### config.mk
export PLATFORM = sky130hd
export DESIGN_NAME = irq_ret_stack
export DESIGN_NICKNAME = d
export VERILOG_FILES = /design/src/rtl/irqstk_pkg.sv /design/src/rtl/irqstk_pulse_qual.sv /design/src/rtl/irqstk_lifo.sv /design/src/rtl/irqstk_accept_ctl.sv /design/src/rtl/irq_ret_stack.sv
export SDC_FILE = /design/constraint.sdc
export NUM_CORES = 1
export LEC_CHECK = 0
export BUFFER_PORTS_ARGS = -buffer_cell sky130_fd_sc_hd__buf_2
export CAP_MARGIN = 20
export CELL_PAD_IN_SITES_DETAIL_PLACEMENT = 0
export CELL_PAD_IN_SITES_GLOBAL_PLACEMENT = 1
export CORE_UTILIZATION = 34
export CTS_CLUSTER_SIZE = 28
export DETAILED_ROUTE_END_ITERATION = 12
export PLACE_DENSITY_LB_ADDON = 0.1
export SLEW_MARGIN = 10
export SYNTH_ARGS = -nofsm -noshare
export SYNTH_HDL_FRONTEND = slang
export SYNTH_SLANG_ARGS = --single-unit
### constraint.sdc
create_clock -name clk -period 1.4 [get_ports clk]
set_input_delay 0.21 -clock clk [delete_from_list [all_inputs] [get_ports clk]]
set_output_delay 0.21 -clock clk [all_outputs]
set_load 0.03 [all_outputs]
### src/rtl/irqstk_pkg.sv
package irqstk_pkg;

    localparam int unsigned PC_W_DEF    = 10;
    localparam int unsigned VEC_DEF     = 'h0FF;
    localparam int unsigned LOW_MIN_DEF = 2;
    localparam int unsigned LEVELS_DEF  = 3;

    typedef enum logic [1:0] {
        STK_HOLD = 2'd0,
        STK_PUSH = 2'd1,
        STK_POP  = 2'd2
    } stk_op_e;

endpackage

### src/rtl/irqstk_pulse_qual.sv
module irqstk_pulse_qual #(
    parameter int unsigned LOW_MIN = irqstk_pkg::LOW_MIN_DEF
) (
    input  logic clk,
    input  logic rst,
    input  logic pin,
    output logic qual
);
    localparam int unsigned CW = $clog2(LOW_MIN + 1);

    logic          armed_q;
    logic [CW-1:0] low_cnt_q;

    // a pulse qualifies on the sample that completes LOW_MIN low samples
    assign qual = armed_q && !pin && (low_cnt_q == CW'(LOW_MIN - 1));

    always_ff @(posedge clk) begin
        if (rst) begin
            armed_q   <= 1'b0;
            low_cnt_q <= '0;
        end else if (pin) begin
            armed_q   <= 1'b1;
            low_cnt_q <= '0;
        end else if (qual) begin
            armed_q   <= 1'b0;
            low_cnt_q <= '0;
        end else if (armed_q) begin
            low_cnt_q <= low_cnt_q + 1'b1;
        end
    end
endmodule

### src/rtl/irqstk_lifo.sv
module irqstk_lifo #(
    parameter int unsigned W      = irqstk_pkg::PC_W_DEF,
    parameter int unsigned LEVELS = irqstk_pkg::LEVELS_DEF
) (
    input  logic                        clk,
    input  logic                        rst,
    input  irqstk_pkg::stk_op_e         op,
    input  logic [W-1:0]                push_val,
    output logic [LEVELS-1:0][W-1:0]    lvl_q
);
    import irqstk_pkg::*;

    for (genvar i = 0; i < LEVELS; i++) begin : g_lvl
        logic [W-1:0] from_above;
        logic [W-1:0] from_below;

        if (i == 0) begin : g_top
            assign from_above = push_val;
        end else begin : g_mid
            assign from_above = lvl_q[i-1];
        end

        if (i == LEVELS - 1) begin : g_bot
            assign from_below = lvl_q[i];      // bottom level holds on pop
        end else begin : g_up
            assign from_below = lvl_q[i+1];
        end

        always_ff @(posedge clk) begin
            if (rst) begin
                lvl_q[i] <= '0;
            end else begin
                case (op)
                    STK_PUSH: lvl_q[i] <= from_above;
                    STK_POP:  lvl_q[i] <= from_below;
                    default:  lvl_q[i] <= lvl_q[i];
                endcase
            end
        end
    end
endmodule

### src/rtl/irqstk_accept_ctl.sv
module irqstk_accept_ctl #(
    parameter int unsigned     W      = irqstk_pkg::PC_W_DEF,
    parameter logic [W-1:0]    VECTOR = W'(irqstk_pkg::VEC_DEF)
) (
    input  logic                 clk,
    input  logic                 rst,
    input  logic                 qual,
    input  logic                 instr_done,
    input  logic                 ie_set,
    input  logic                 ret_pop,
    input  logic [W-1:0]         pc_cur,
    input  logic [W-1:0]         stk_top,
    output logic                 ie_q,
    output logic                 acc,
    output irqstk_pkg::stk_op_e  op,
    output logic [W-1:0]         push_val,
    output logic [W-1:0]         pc_next,
    output logic                 pc_load
);
    import irqstk_pkg::*;

    logic pend_q;

    assign acc      = ie_q && instr_done && (pend_q || qual);
    assign push_val = pc_cur + W'(1);

    always_comb begin
        if (acc)          op = STK_PUSH;
        else if (ret_pop) op = STK_POP;
        else              op = STK_HOLD;
    end

    always_ff @(posedge clk) begin
        if (rst) begin
            ie_q    <= 1'b0;
            pend_q  <= 1'b0;
            pc_next <= '0;
            pc_load <= 1'b0;
        end else begin
            if (acc)         ie_q <= 1'b0;
            else if (ie_set) ie_q <= 1'b1;

            if (acc)               pend_q <= 1'b0;
            else if (qual && ie_q) pend_q <= 1'b1;

            pc_load <= acc || ret_pop;
            if (acc)          pc_next <= VECTOR;
            else if (ret_pop) pc_next <= stk_top;
        end
    end
endmodule

### src/rtl/irq_ret_stack.sv
module irq_ret_stack #(
    parameter int unsigned        PC_W    = irqstk_pkg::PC_W_DEF,
    parameter logic [PC_W-1:0]    VECTOR  = PC_W'(irqstk_pkg::VEC_DEF),
    parameter int unsigned        LOW_MIN = irqstk_pkg::LOW_MIN_DEF
) (
    input  logic            clk,
    input  logic            rst,
    input  logic            instr_done,
    input  logic [PC_W-1:0] pc_cur,
    input  logic            irq_pin,
    input  logic            ie_set,
    input  logic            ret_pop,
    output logic [PC_W-1:0] pc_next,
    output logic            pc_load,
    output logic            ie_q,
    output logic [PC_W-1:0] stk_a,
    output logic [PC_W-1:0] stk_b,
    output logic [PC_W-1:0] stk_c
);
    import irqstk_pkg::*;

    localparam int unsigned LEVELS = 3;

    logic                          qual;
    logic                          acc;
    stk_op_e                       op;
    logic [PC_W-1:0]               push_val;
    logic [LEVELS-1:0][PC_W-1:0]   lvl_q;

    irqstk_pulse_qual #(.LOW_MIN(LOW_MIN)) u_qual (
        .clk  (clk),
        .rst  (rst),
        .pin  (irq_pin),
        .qual (qual)
    );

    irqstk_accept_ctl #(.W(PC_W), .VECTOR(VECTOR)) u_ctl (
        .clk        (clk),
        .rst        (rst),
        .qual       (qual),
        .instr_done (instr_done),
        .ie_set     (ie_set),
        .ret_pop    (ret_pop),
        .pc_cur     (pc_cur),
        .stk_top    (lvl_q[0]),
        .ie_q       (ie_q),
        .acc        (acc),
        .op         (op),
        .push_val   (push_val),
        .pc_next    (pc_next),
        .pc_load    (pc_load)
    );

    irqstk_lifo #(.W(PC_W), .LEVELS(LEVELS)) u_lifo (
        .clk      (clk),
        .rst      (rst),
        .op       (op),
        .push_val (push_val),
        .lvl_q    (lvl_q)
    );

    assign stk_a = lvl_q[0];
    assign stk_b = lvl_q[1];
    assign stk_c = lvl_q[2];
endmodule

# After elaboration in Yosys (flattened, before gate mapping)
# Index checks and enable logic that the tools add are counted.
# op_classes
add_sub_neg	2
eq_ne	3
muxes	8
n_reduce_logical	13
# op_table
cell	count
$pmux W10 S2	2
$mux W8	2
$add A10 B1 Y10 const B	1
$reduce_bool A2 Y1	3
$logic_and A1 B1 Y1	5
$eq A2 B1 Y1 const B	2
$mux W2	2
$reduce_or A3 Y1	1
$add A2 B1 Y2 const B	1
$eq A2 B2 Y1 const B	1
$logic_or A1 B1 Y1	2
$mux W1	2
$reduce_or A2 Y1	1
$logic_not A1 Y1	1
# totals
ff_bits	46
output_inout_bits	42
word_cells	36

# Logic depth before layout (Yosys ltp)
# depth
word_depth	8
mapped_depth	8

# Cells and area by module
# A second synthesis with hierarchy kept.
# unflattened
hier_cells	209
hier_area_um2	2220.9
# by_module_without_submodules
module	n_inst	cells_per_inst	area_per_inst_um2	seq_area_each_um2
irqstk_lifo	1	125	1423.9	600.6
irqstk_accept_ctl	1	69	653.1	260.2
irqstk_pulse_qual	1	15	143.9	60.1

# Least setup slack after synthesis
# No wires, ideal clock.
# synth_timing
path_kind	register to register
start	register u_qual.low_cnt_q[1]
end	register u_lifo.lvl_q, in the netlist u_lifo.g_lvl[1].from_above[0]
t_arrival_ps	1395
t_required_ps	1258
path_slack_ps	-137
path_stages_with_launch	8
n_path_buf	1
period_less_slack_ps	1537
path_cell_list	dfxtp_1 > inv_1 > ha_1 > and3b_1 > o211a_1 > buf_6 > a211oi_1 > a211oi_2
# synth_between
elab_chain_cells	7
elab_cells_between_ends	9
# synth_lines
element	line	rtl
start: declaration	irqstk_pulse_qual.sv:12	logic [CW-1:0] low_cnt_q;
start signal: assignment	irqstk_pulse_qual.sv:28	low_cnt_q <= low_cnt_q + 1'b1;
$eq A2 B1 Y1 *	irqstk_pulse_qual.sv:15	assign qual = armed_q && !pin && (low_cnt_q == CW'(LOW_MIN - 1));
$logic_and A1 B1 Y1 *	irqstk_pulse_qual.sv:15	
$logic_or A1 B1 Y1 *	irqstk_accept_ctl.sv:24	assign acc = ie_q && instr_done && (pend_q || qual);
$logic_and A1 B1 Y1 *	irqstk_accept_ctl.sv:24	
$mux W2 *	irqstk_accept_ctl.sv:28	if (acc) op = STK_PUSH;
$eq A2 B2 Y1 or $eq A2 B1 Y1 (tied branches)	irqstk_lifo.sv:33	case (op)
$pmux W10 S2 or $reduce_bool A2 Y1 (tied branches)	-	
end signal: indexed assignment	irqstk_lifo.sv:34	STK_PUSH: lvl_q[i] <= from_above;
end signal: indexed assignment	irqstk_lifo.sv:35	STK_POP: lvl_q[i] <= from_below;
end signal: indexed assignment	irqstk_lifo.sv:36	default: lvl_q[i] <= lvl_q[i];
end: declaration	irqstk_lifo.sv:9	output logic [LEVELS-1:0][W-1:0] lvl_q
# Mark *: on every way between the ends. The rest lies on a longest branch, timed or not.
# A chain may end at the register's enable or synchronous reset.

# Worst setup path after layout
# layout_timing
start	register u_qual.low_cnt_q[1]
end	register u_lifo.lvl_q, in the netlist u_lifo.g_lvl[1].from_above[6]
# The elaborated chain is that of the path after synthesis.

==> flow_summary_export.csv <==
group,metric,value,unit
placement,port_buffers,57,
setup_path,timing.critical_path.required,1.58,ns
setup_path,crit_fanout,25,
timing,finalSetupViolations,42,
setup_path,endpoint_kind,"flop",
yosys,synth.distinct_cells,24,
final_layout,nNetsFinal,299,
clock_network,holdBufCountCts,0,
pwr,pwr_density_cell,883,mW/mm^2
clock_network,cts_sinks,46,
setup_path,cp-start-kind,"flop",
timing,max_freq,0.634,GHz
floorplanning,coreArea,0.00564,mm^2
pwr,p_leak,1.24,nW
placement,placed_cell_area,0.00256,mm^2
global_route,grt_pass1_vias,1576,
run_status,violations,"setup timing",
yosys,avgSynthCellArea,9.52,um^2
timing,rsz0062_at_grt,"yes",
timing,fin_crit_sh,113,%
yosys,synth_top_family_by_area,"compound AO/OA/AOI/OAI gates",
setup_path,r2r_end,"u_lifo.g_lvl[1].from_above[6]$_SDFFE_PP0P_",
worst_hold_path,min_to,"u_ctl.ie_q$_SDFFE_PP0P_",
worst_hold_path,hold_class,"primary input to flop",
floorplanning,fp-row-count,27,
clock_network,cts_buffer_depth,2,
final_layout,finalNonFillerCells,353,
final_layout,synthToLayoutAreaGrowth,41.5,%
yosys,syn_inst,214,
worst_hold_path,hold_depth,3,
yosys,yosys.area_share.simple,13.8,%
yosys,netlist_area,0.00204,mm^2
routing,routed_wl,5.11,mm
placement,place_hpwl,3.30,mm
global_route,grt_max_degree,47,
clock_network,clock_latency,0.30,ns
timing,layout_setup_ws,-0.177,ns
routing,drt-vias-per-instance,4.99,
timing,maxSlewViolCount,0,
yosys,muxShareOfSynthArea,11.8,%
global_route,antenna_found_initial,0,
clock_network,root_buffer,"clkbuf_8",
timing,max_slew_margin,79.5,%
final_layout,fin_util,51.1,%
yosys,synth_compound_area_share,19.1,%
timing,post-route-min-period,1.58,ns
floorplanning,dieArea,0.00631,mm^2
clock_network,cts_max_level,2,
final_layout,drive_gt1_share,45.9,%
clock_network,cts_tree,"built",
routing,vias,1762,
setup_path,critical_path_class,"flop to flop",
setup_path,r2r_cells,7,
yosys,ys_seq_area_share,45.2,%
placement,dp_cells,342,
run_status,status,"complete, but fails checks",
floorplanning,die_x,79.4,um
global_route,track_usage,16.6,%
routing,drc_errors,0,
timing,hold_viol_final,0,
global_route,grt.overflow.total,0,
yosys,synth-xor-area-share,3.44,%
clock_network,clkTransAtPathRegs,0.08,ns
timing,worstMarginPinSlew,0.306,ns
yosys,postSynthNetCount,232,
timing,finalClockSkew,0.00472,ns
yosys,ys_warn_count,0,
routing,drt_first_pass_iters,4,
floorplanning,die_h,79.4,um
final_layout,final_area,0.00288,mm^2
run,cap_violations,0,
global_route,grt_first_pass_wirelength,7.98,mm
setup_path,ff2ff_setup_slack,-0.18,ns
floorplanning,start_util,36.1,%
clock_network,cts-buffers-inserted,5,
final_layout,num_antenna_cells,0,
routing,drtIter0Drc,65,
yosys,ys_ff_latch,46,
placement,gp_congestion,0.750,
pwr,vdd_drop_max,611,uV
yosys,synthAdderAreaFrac,1.23,%
floorplanning,io_pins,58,
worst_hold_path,min_from,"ie_set",
setup_path,reg2reg_from,"u_qual.low_cnt_q[1]$_SDFFE_PP0P_",
timing,hold_ws,0.152,ns
routing,routedWlPerCell,14.5,um
setup_path,worst_ep_arrival_time,1.76,ns
routing,antenna_left,0,
-- how the worst max path moves through the flow --
| stage | startpoint | endpoint | slack (ns) | depth (start not counted) |
|---|---|---|---|---|
| 6_report | u_qual.low_cnt_q[1]$_SDFFE_PP0P_ | u_lifo.g_lvl[1].from_above[6]$_SDFFE_PP0P_ | -0.18 | 7 |
| 3_5_place_dp | u_qual.low_cnt_q[1]$_SDFFE_PP0P_ | u_lifo.g_lvl[1].from_above[9]$_SDFFE_PP0P_ | -0.15 | 7 |
| 3_3_place_gp | u_qual.low_cnt_q[1]$_SDFFE_PP0P_ | u_lifo.g_lvl[1].from_above[5]$_SDFFE_PP0P_ | -0.13 | 7 |
| 2_1_floorplan | u_qual.low_cnt_q[1]$_SDFFE_PP0P_ | u_lifo.g_lvl[1].from_below[9]$_SDFFE_PP0N_ | -0.07 | 8 |
| 4_1_cts | u_qual.low_cnt_q[1]$_SDFFE_PP0P_ | u_lifo.g_lvl[1].from_above[6]$_SDFFE_PP0P_ | -0.15 | 7 |
| 5_1_grt | u_qual.low_cnt_q[1]$_SDFFE_PP0P_ | u_lifo.g_lvl[1].from_above[5]$_SDFFE_PP0P_ | -0.23 | 7 |
-- flip-flops by register name, indices dropped and copies added (netlist names) --
signal and count:
u_ctl.pc_load 1, u_ctl.pend_q 1, u_lifo.g_lvl.from_above 10, u_ctl.pc_next 10, u_lifo.g_lvl.from_below 20, u_ctl.ie_q 1, u_qual.low_cnt_q 2, u_qual.armed_q 1
-- cells in the mapped netlist (all sizes together) --
library cell / n / area [um^2]
xnor2: 6 / 52.6
ha: 2 / 25.0
a211oi: 27 / 248
mux2i: 24 / 240
nand3: 4 / 20.0
clkbuf: 3 / 11.3
and3b: 1 / 8.76
and3: 1 / 6.26
nand2: 22 / 82.6
nor2: 21 / 78.8
nand4: 1 / 6.26
o211a: 1 / 10.0
inv: 3 / 11.3
nor2b: 6 / 37.5
dfxtp: 46 / 921
buf: 13 / 90.1
o211ai: 1 / 21.3
nor3: 8 / 40.0
xor2: 2 / 17.5
a21oi: 22 / 110
-- power by group --
group          internal (mW)  switching (mW)  total (mW)  leakage, nW
clock network          0.572           0.439        1.01       0.0573
registers               1.32         0.00860        1.33        0.372
logic                 0.0822           0.128       0.210        0.813
total                   1.97           0.575        2.55         1.24
-- layer usage --
metal | global-route usage, % | wire, um | vias to the layer above
met3 | 4.00 | 195 | 6
met5 | 0 | 0 | -
li1 | - | - | 884
met4 | 4.36 | 46 | 0
met1 | 22.8 | 2460 | 837
met2 | 25.8 | 2400 | 35
-- logic make-up (layout without fill, tap and decap cells) --
kind of cell,Yosys count,count (layout)
simple gates,64,64
compound gates,51,51
flops,46,46
xor+xnor,8,8
fa+ha+maj,2,2
mux,24,24
buf+inv,19,86
-- what timing repair did --
item,in CTS,in global routing
pin swaps,2,9
buffers inserted,2,0
cloned,2,0
gates resized for setup,5,31
endpoints found under the setup margin,40,42
-- critical path, stage by stage, from the launching register on --
cell and delay (ns):
dfxtp_2 0.34, inv_2 0.04, ha_4 0.14, and3b_2 0.23, o211a_1 0.27, buf_12 0.18, a211oi_4 0.18, a211oi_2 0.06
-- through the flow --
step                setup WS, ns  total power, mW  TNS, ns
finish                    -0.177             2.55    -4.61
global route              -0.229             2.64    -6.77
CTS                       -0.152             2.57    -4.54
detailed placement        -0.150             1.56    -3.35
global placement          -0.127             1.56    -2.75
floorplan                -0.0719             1.47    -1.79
-- area by class of cell --
class | instances | area (um^2)
clock buffer | 6 | 82.6
clock inverter | 1 | 30.0
fill | 548 | 2760
inverter | 3 | 11.3
multi-input combinational | 149 | 1200
sequential | 46 | 923
tap | 72 | 90.1
timing repair buffer | 76 | 542
-- cells in the final DEF, fill, tap and decap left out, types with 5 or more instances in the layout --
cell type  netlist  routed
a211oi_2         9      18
buf_2            6      57
clkbuf_8         0       6
nor3_1           8       6
nor2_1          21      19
dfxtp_1         46      44
a211oi_1        18       5
nor2b_1          6       6
xnor2_1          6       6
nand2_1         22      17
buf_4            1      10
buf_12           0       5
a21oi_1         22      13
a21oi_2          0       9
mux2i_1         24      24
(Power assumes the default switching activity.)
